### src/rtl/lockbit_pkg.sv
package lockbit_pkg;

   localparam logic [7:0] OPC_SETUP  = 8'h60;
   localparam logic [7:0] OPC_CF_BLK = 8'h01;
   localparam logic [7:0] OPC_CF_MST = 8'hF1;
   localparam logic [7:0] OPC_CF_CLR = 8'hD0;
   localparam logic [7:0] OPC_CLR_SR = 8'h50;
   localparam logic [7:0] OPC_RD_ARR = 8'hFF;

   typedef enum logic [1:0] {ST_READY, ST_SETUP, ST_BUSY} seq_st_t;
   typedef enum logic [1:0] {OP_NONE, OP_SET_BLK, OP_SET_MST, OP_CLR_ALL} lock_op_t;

   // error flags, mapped to status bits 5,4,3,1
   typedef struct packed {
      logic erase;
      logic prog;
      logic volt;
      logic prot;
   } sr_err_t;

   localparam sr_err_t ERR_NONE = '{erase: 1'b0, prog: 1'b0, volt: 1'b0, prot: 1'b0};
   localparam sr_err_t ERR_SEQ  = '{erase: 1'b1, prog: 1'b1, volt: 1'b0, prot: 1'b0};

   function automatic sr_err_t eval_fault(lock_op_t op, logic vpp, logic hv, logic mst);
      sr_err_t e;
      e = ERR_NONE;
      if (!vpp) begin
         e.volt  = 1'b1;
         e.erase = (op == OP_CLR_ALL);
         e.prog  = (op != OP_CLR_ALL);
      end else if (!hv && (op == OP_SET_MST || mst)) begin
         e.prot  = 1'b1;
         e.erase = (op == OP_CLR_ALL);
         e.prog  = (op != OP_CLR_ALL);
      end
      return e;
   endfunction

endpackage

### src/rtl/lockbit_seq.sv
module lockbit_seq
   import lockbit_pkg::*;
#(
   parameter int ADDR_W    = 16,
   parameter int BLK_LSB   = 12,
   parameter int BLK_IDX_W = 3,
   parameter int BUSY_CYC  = 4
) (
   input  logic                 clk,
   input  logic                 rst_n,
   input  logic                 wr_en,
   input  logic [7:0]           wr_cmd,
   input  logic [ADDR_W-1:0]    bus_addr,
   input  logic                 hv_qual,
   input  logic                 vpp_ok,
   input  logic                 suspended,
   input  logic                 master_lock,
   output logic                 busy,
   output logic                 idle,
   output sr_err_t              err_set,
   output logic                 clr_sr,
   output lock_op_t             apply_op,
   output logic [BLK_IDX_W-1:0] apply_blk,
   output logic                 rd_status_mode
);

   localparam int CNT_W = (BUSY_CYC > 1) ? $clog2(BUSY_CYC) : 1;
   localparam logic [CNT_W-1:0] CNT_LOAD = CNT_W'(BUSY_CYC - 1);

   seq_st_t              state;
   logic [CNT_W-1:0]     cnt;
   lock_op_t             pend_op;
   sr_err_t              pend_err;
   logic [BLK_IDX_W-1:0] pend_blk;
   lock_op_t             conf_op;
   logic                 cmd_in;
   logic                 finish;

   assign cmd_in = wr_en && (state != ST_BUSY);
   assign finish = (state == ST_BUSY) && (cnt == '0);
   assign busy   = (state == ST_BUSY);
   assign idle   = (state == ST_READY);

   always_comb begin
      unique case (wr_cmd)
         OPC_CF_BLK: conf_op = OP_SET_BLK;
         OPC_CF_MST: conf_op = OP_SET_MST;
         OPC_CF_CLR: conf_op = OP_CLR_ALL;
         default:    conf_op = OP_NONE;
      endcase
   end

   always_comb begin
      err_set   = ERR_NONE;
      apply_op  = OP_NONE;
      apply_blk = pend_blk;
      clr_sr    = 1'b0;
      if (finish) begin
         err_set  = pend_err;
         apply_op = (pend_err == ERR_NONE) ? pend_op : OP_NONE;
      end else if (cmd_in && state == ST_READY) begin
         if (wr_cmd == OPC_SETUP && suspended) err_set = ERR_SEQ;
         clr_sr = (wr_cmd == OPC_CLR_SR);
      end else if (cmd_in && state == ST_SETUP) begin
         if (conf_op == OP_NONE || suspended) err_set = ERR_SEQ;
      end
   end

   always_ff @(posedge clk or negedge rst_n) begin
      if (!rst_n) begin
         state          <= ST_READY;
         cnt            <= '0;
         pend_op        <= OP_NONE;
         pend_err       <= ERR_NONE;
         pend_blk       <= '0;
         rd_status_mode <= 1'b0;
      end else begin
         unique case (state)
            ST_READY: if (cmd_in) begin
               if (wr_cmd == OPC_SETUP && !suspended) begin
                  state          <= ST_SETUP;
                  rd_status_mode <= 1'b1;
               end else if (wr_cmd == OPC_RD_ARR) begin
                  rd_status_mode <= 1'b0;
               end
            end
            ST_SETUP: if (cmd_in) begin
               if (conf_op != OP_NONE && !suspended) begin
                  state    <= ST_BUSY;
                  cnt      <= CNT_LOAD;
                  pend_op  <= conf_op;
                  pend_blk <= bus_addr[BLK_LSB +: BLK_IDX_W];
                  pend_err <= eval_fault(conf_op, vpp_ok, hv_qual, master_lock);
               end else begin
                  state <= ST_READY;
               end
            end
            ST_BUSY: begin
               if (cnt == '0) state <= ST_READY;
               else           cnt   <= cnt - 1'b1;
            end
            default: state <= ST_READY;
         endcase
      end
   end

endmodule

### src/rtl/lockbit_store.sv
module lockbit_store
   import lockbit_pkg::*;
#(
   parameter int NUM_BLK   = 8,
   parameter int BLK_IDX_W = 3
) (
   input  logic                 clk,
   input  logic                 rst_n,
   input  lock_op_t             apply_op,
   input  logic [BLK_IDX_W-1:0] apply_blk,
   output logic [NUM_BLK-1:0]   blk_locks,
   output logic                 master_lock
);

   for (genvar i = 0; i < NUM_BLK; i++) begin : g_blk
      logic hit;
      assign hit = (apply_op == OP_SET_BLK) && (apply_blk == BLK_IDX_W'(i));
      always_ff @(posedge clk or negedge rst_n) begin
         if (!rst_n)                      blk_locks[i] <= 1'b0;
         else if (apply_op == OP_CLR_ALL) blk_locks[i] <= 1'b0;
         else if (hit)                    blk_locks[i] <= 1'b1;
      end
   end

   always_ff @(posedge clk or negedge rst_n) begin
      if (!rst_n)                      master_lock <= 1'b0;
      else if (apply_op == OP_SET_MST) master_lock <= 1'b1;
   end

endmodule

### src/rtl/lockbit_pe_gate.sv
module lockbit_pe_gate
   import lockbit_pkg::*;
#(
   parameter int NUM_BLK   = 8,
   parameter int BLK_IDX_W = 3
) (
   input  logic                 clk,
   input  logic                 rst_n,
   input  logic                 pe_req,
   input  logic                 pe_erase,
   input  logic [BLK_IDX_W-1:0] pe_blk,
   input  logic                 idle,
   input  logic [NUM_BLK-1:0]   blk_locks,
   output sr_err_t              err_set,
   output logic                 pe_go
);

   logic take;
   logic locked;

   assign take   = pe_req && idle;
   assign locked = blk_locks[pe_blk];

   always_comb begin
      err_set       = ERR_NONE;
      err_set.prot  = take && locked;
      err_set.prog  = take && locked && !pe_erase;
      err_set.erase = take && locked && pe_erase;
   end

   always_ff @(posedge clk or negedge rst_n) begin
      if (!rst_n) pe_go <= 1'b0;
      else        pe_go <= take && !locked;
   end

endmodule

### src/rtl/lockbit_status.sv
module lockbit_status
   import lockbit_pkg::*;
(
   input  logic    clk,
   input  logic    rst_n,
   input  logic    busy,
   input  logic    clr_sr,
   input  sr_err_t err_seq,
   input  sr_err_t err_pe,
   output logic [7:0] status
);

   sr_err_t err_q;

   always_ff @(posedge clk or negedge rst_n) begin
      if (!rst_n) err_q <= ERR_NONE;
      else        err_q <= (clr_sr ? ERR_NONE : err_q) | err_seq | err_pe;
   end

   assign status = {!busy, 1'b0, err_q.erase, err_q.prog, err_q.volt, 1'b0, err_q.prot, 1'b0};

endmodule

### src/rtl/lockbit_cmd_ctrl.sv
module lockbit_cmd_ctrl
   import lockbit_pkg::*;
#(
   parameter int NUM_BLK  = 8,
   parameter int ADDR_W   = 16,
   parameter int BLK_LSB  = 12,
   parameter int BUSY_CYC = 4
) (
   input  logic              clk,
   input  logic              rst_n,
   input  logic              wr_en,
   input  logic [7:0]        wr_cmd,
   input  logic [ADDR_W-1:0] bus_addr,
   input  logic              pe_req,
   input  logic              pe_erase,
   input  logic              hv_qual,
   input  logic              vpp_ok,
   input  logic              suspended,
   output logic              ready,
   output logic [7:0]        status,
   output logic              rd_status_mode,
   output logic [NUM_BLK-1:0] blk_locks,
   output logic              master_lock,
   output logic              pe_go
);

   localparam int BLK_IDX_W = (NUM_BLK > 1) ? $clog2(NUM_BLK) : 1;

   if (NUM_BLK < 2 || (1 << BLK_IDX_W) != NUM_BLK) begin : g_bad_nblk
      $error("NUM_BLK must be a power of two, at least 2");
   end
   if (BLK_LSB + BLK_IDX_W > ADDR_W) begin : g_bad_field
      $error("block index field does not fit in ADDR_W");
   end
   if (BUSY_CYC < 1) begin : g_bad_busy
      $error("BUSY_CYC must be at least 1");
   end

   logic                 busy;
   logic                 idle;
   logic                 clr_sr;
   sr_err_t              err_seq;
   sr_err_t              err_pe;
   lock_op_t             apply_op;
   logic [BLK_IDX_W-1:0] apply_blk;

   lockbit_seq #(
      .ADDR_W(ADDR_W), .BLK_LSB(BLK_LSB), .BLK_IDX_W(BLK_IDX_W), .BUSY_CYC(BUSY_CYC)
   ) u_seq (
      .clk(clk), .rst_n(rst_n), .wr_en(wr_en), .wr_cmd(wr_cmd), .bus_addr(bus_addr),
      .hv_qual(hv_qual), .vpp_ok(vpp_ok), .suspended(suspended),
      .master_lock(master_lock), .busy(busy), .idle(idle), .err_set(err_seq),
      .clr_sr(clr_sr), .apply_op(apply_op), .apply_blk(apply_blk),
      .rd_status_mode(rd_status_mode)
   );

   lockbit_store #(.NUM_BLK(NUM_BLK), .BLK_IDX_W(BLK_IDX_W)) u_store (
      .clk(clk), .rst_n(rst_n), .apply_op(apply_op), .apply_blk(apply_blk),
      .blk_locks(blk_locks), .master_lock(master_lock)
   );

   lockbit_pe_gate #(.NUM_BLK(NUM_BLK), .BLK_IDX_W(BLK_IDX_W)) u_pe (
      .clk(clk), .rst_n(rst_n), .pe_req(pe_req), .pe_erase(pe_erase),
      .pe_blk(bus_addr[BLK_LSB +: BLK_IDX_W]), .idle(idle), .blk_locks(blk_locks),
      .err_set(err_pe), .pe_go(pe_go)
   );

   lockbit_status u_stat (
      .clk(clk), .rst_n(rst_n), .busy(busy), .clr_sr(clr_sr),
      .err_seq(err_seq), .err_pe(err_pe), .status(status)
   );

   assign ready = !busy;

endmodule

### config.mk
export PLATFORM = sky130hd
export DESIGN_NAME = lockbit_cmd_ctrl
export DESIGN_NICKNAME = d
export VERILOG_FILES = /design/src/rtl/lockbit_pkg.sv /design/src/rtl/lockbit_seq.sv /design/src/rtl/lockbit_store.sv /design/src/rtl/lockbit_pe_gate.sv /design/src/rtl/lockbit_status.sv /design/src/rtl/lockbit_cmd_ctrl.sv
export SDC_FILE = /design/constraint.sdc
export NUM_CORES = 1
export LEC_CHECK = 0
export BUFFER_PORTS_ARGS = -buffer_cell sky130_fd_sc_hd__buf_2
export CORE_ASPECT_RATIO = 1.75
export CORE_MARGIN = 5
export CORE_UTILIZATION = 45
export CTS_CLUSTER_DIAMETER = 150
export DETAILED_ROUTE_END_ITERATION = 6
export GPL_TIMING_DRIVEN = 0
export PLACE_DENSITY_LB_ADDON = 0.05
export SLEW_MARGIN = 10
export SYNTH_ARGS = -nofsm -noshare
export SYNTH_HDL_FRONTEND = slang
export SYNTH_SLANG_ARGS = --single-unit
export TNS_END_PERCENT = 30
### constraint.sdc
create_clock -name clk -period 2.7 [get_ports clk]
set_clock_uncertainty 0.1 [all_clocks]
set_input_delay 0.675 -clock clk [delete_from_list [all_inputs] [get_ports clk]]
set_output_delay 0.675 -clock clk [all_outputs]
set_load 0.01 [all_outputs]
==> impl_metrics.csv <==
group,metric,value,unit
clock_tree,htreeDepth,1,
synthesis,ys.flop_type,"dfrtp_1",
pwr,internal_power,0.0006013,W
grt,grt_max_degree,29,
pwr,p_switching,0.0002073,W
layout,layout.nets,215,
layout,drive_gt1_share,31.67,%
layout,n_antenna_cell,0,
clock_tree,cts_made_buffers,3,
placement,portBuffers,34,
route,drc_errors,0,
grt,grt_overflow,0,
floorplan,core,3328,um^2
floorplan,die_h,87.30,um
clock_tree,post_cts_resized,0,
timing,worstMarginPinSlew,641.4,ps
route,first_pass_iters,4,
flow_run,max_cap_violations,0,
route,postRouteAntennaNets,0,
pwr,power_frac_comb,16.4,%
timing,period_minus_slack,2031,ps
worst_setup_path,critical_path_peak_fanout,9,
clock_tree,path_clk_slew,90,ps
pwr,power.density,446.3,nW/um^2
route,routed_wl,3581,um
clock_tree,cts_root_buf,"clkbuf_8",
synthesis,yosysUniqueCellTypes,47,
timing,relSlewSlack,57.24,%
min_path,hold_path.class,"input pin to async pin",
synthesis,synthAdderAreaFrac,0.8143,%
clock_tree,clock_latency,270,ps
floorplan,die_area,4729,um^2
status,outcome,"complete, no violations",
floorplan,dieWidth,54.17,um
floorplan,ios,52,
placement,dp_cells,222,
layout,areaGrowthSynthToFinish,17.92,%
synthesis,synth_cells,141,
route,wl_per_cell,15.92,um
pwr,p_seq_share,56.0,%
synthesis,synth_warnings,0,
clock_tree,cts.path.max_buffers,2,
synthesis,synth_edf_count,0,
placement,placed_area,1770,um^2
synthesis,synth-xor-area-share,0.5700,%
grt,track_usage,16.82,%
timing,setup_violations,0,
grt,grt_pass1_vias,1256,
pwr,p_sw_share,25.64,%
synthesis,netlist.area_leader.share,45.60,%
route,vias,1230,
worst_setup_path,worstSetupPathType,"input pin to register",
worst_setup_path,endpoint_kind,"register",
route,drt_iter0_markers,18,
pwr,peakVddDrop,0.0002566,V
clock_tree,hold_buffers,0,
timing,period_share,75.21,%
floorplan,num_rows,28,
worst_setup_path,cp-start-kind,"input pin",
synthesis,synthArstFlopShare,100.0,%
grt,grt_antenna_before_repair,0,
synthesis,synth_top_family_by_area,"simple AND/OR/NAND/NOR gates",
synthesis,synth_area,1536,um^2
synthesis,yosysMostFrequentCell,"dfrtp_1",
timing,holdWs,309.8,ps
pwr,p_clk_share,27.6,%
worst_setup_path,worstPathRequired,2760,ps
synthesis,yosys-top-cells-area,"dfrtp_1 46%, mux2_4 4.9%, a32o_1 3.3%",
timing,rsz0062_at_grt,"false",
grt,grt_pass1_wl,5796,um
clock_tree,cts_setup_buffers,0,
timing,drv_slew,0,
synthesis,synth_top_area_cell,"dfrtp_1",
timing,fin_setup_tns,0,ps
synthesis,ys_ff_latch,28,
timing,fin_ws,669.3,ps
synthesis,synth-simple-area-share,20.77,%
synthesis,synth-compound-area-share,18.89,%
layout,stdcell_count,225,
timing,hold_viol_final,0,
synthesis,ys_seq_area_share,45.60,%
placement,hpwl,3006,um
layout,finalInstanceArea,1812,um^2
clock_tree,cts.sinks,28,
placement,place.gp.congestion,0.7246,
timing,max_freq,0.4924,GHz
route,vias_per_cell,5.467,
pwr,leakage,0.8687,nW
placement,place_worst_setup_slack,372.9,ps
worst_setup_path,worstPathArrival,2090,ps
synthesis,yosys-mux-area-fraction,8.876,%
synthesis,avgSynthCellArea,10.90,um^2
synthesis,yosys-top-cells-count,"28 x dfrtp_1, 10 x nand2_1, 8 x o21ai_0",
floorplan,initial_utilization,46.17,%
clock_tree,cts_tree,"built",
-- power by group through the flow --
stage | logic (W) | clock network (W) | registers [W]
floorplan | 0.0000748 | 0 | 0.000464
global placement | 0.000126 | 0 | 0.000461
detailed placement | 0.000135 | 0 | 0.000462
CTS | 0.000135 | 0.000230 | 0.000453
global route | 0.000149 | 0.000245 | 0.000456
finish | 0.000133 | 0.000223 | 0.000453
-- layout by cell type (no fill, tap or decap), types with 2 or more instances in the layout --
master,count
o21a_1,3
nor2b_1,2
nand3_1,5
nand2_1,10
and3b_1,2
o211ai_1,2
nor3_1,3
nand2b_1,2
nand4_1,4
a32o_1,5
nor3b_1,3
mux2i_1,5
buf_2,35
a22o_1,2
nand4b_1,2
a21oi_1,2
nor4_1,2
o31ai_1,4
inv_1,6
dfrtp_1,28
mux2_4,5
clkbuf_8,3
o21ai_0,8
buf_4,5
conb_1,3
nor2_1,4
a22oi_1,4
-- metal layers --
| layer | share of wire (%) | vias to the layer above | global-route usage, % |
|---|---|---|---|
| li1 | - | 611 | - |
| met1 | 34 | 590 | 17.86 |
| met5 | 0 | - | 0 |
| met2 | 60 | 25 | 32.61 |
| met4 | 1.1 | 0 | 4.762 |
| met3 | 4.3 | 4 | 1.715 |
-- final timing paths --
check	from	endpoint	slack (ps)	cells after the start
max	wr_cmd[4]	u_seq.apply_blk[0]	670	5
min	rst_n	u_seq.apply_blk[1]	310	1
max reg2reg	u_seq.cnt[0]	u_store.blk_locks[5]	730	7
min reg2reg	u_store.blk_locks[5]	u_store.blk_locks[5]	420	2
max in group asynchronous	rst_n	u_store.blk_locks[4]	1760	1
min in group clk	u_store.blk_locks[5]	u_store.blk_locks[5]	420	2
-- logic make-up after synthesis --
kind of cell / count (synthesis)
other: 1
AO/OA/AOI/OAI: 37
XOR/XNOR: 1
multiplexers: 11
flip-flops: 28
buffers and inverters: 12
AND/OR/NAND/NOR: 50
adder cells (fa/ha/maj): 1
-- final cells by class --
type / instances / area, um^2
timing repair buffer: 34 / 170.2
fill: 318 / 1516
inverter: 6 / 22.52
tap: 45 / 56.30
buffer: 6 / 42.54
multi-input combinational: 103 / 778.2
clock buffer: 3 / 41.29
sequential: 28 / 700.7
-- metrics by stage --
step                       power, W  util (%)
final                     0.0008087     54.44
after detailed placement  0.0005962     53.20
after global placement    0.0005870     53.20
after CTS                 0.0008189     54.44
after global routing      0.0008504     54.44
after floorplan           0.0005386         -
-- registers in the layout (all words and copies together), names as in the netlist, 2 cells and up --
| register | cells |
|---|---|
| u_seq.pend_op | 2 |
| u_seq.cnt | 2 |
| u_seq.pend_err | 4 |
| u_store.blk_locks | 8 |
| u_seq.apply_blk | 3 |
| u_seq.state | 2 |
| u_stat.status | 4 |
-- critical path, stage by stage --
cell	delay (ps)
buf_2	130
or4b_4	550
a21oi_4	240
o21ai_4	160
mux2_4	330
Power figures use the tool's default switching activity.
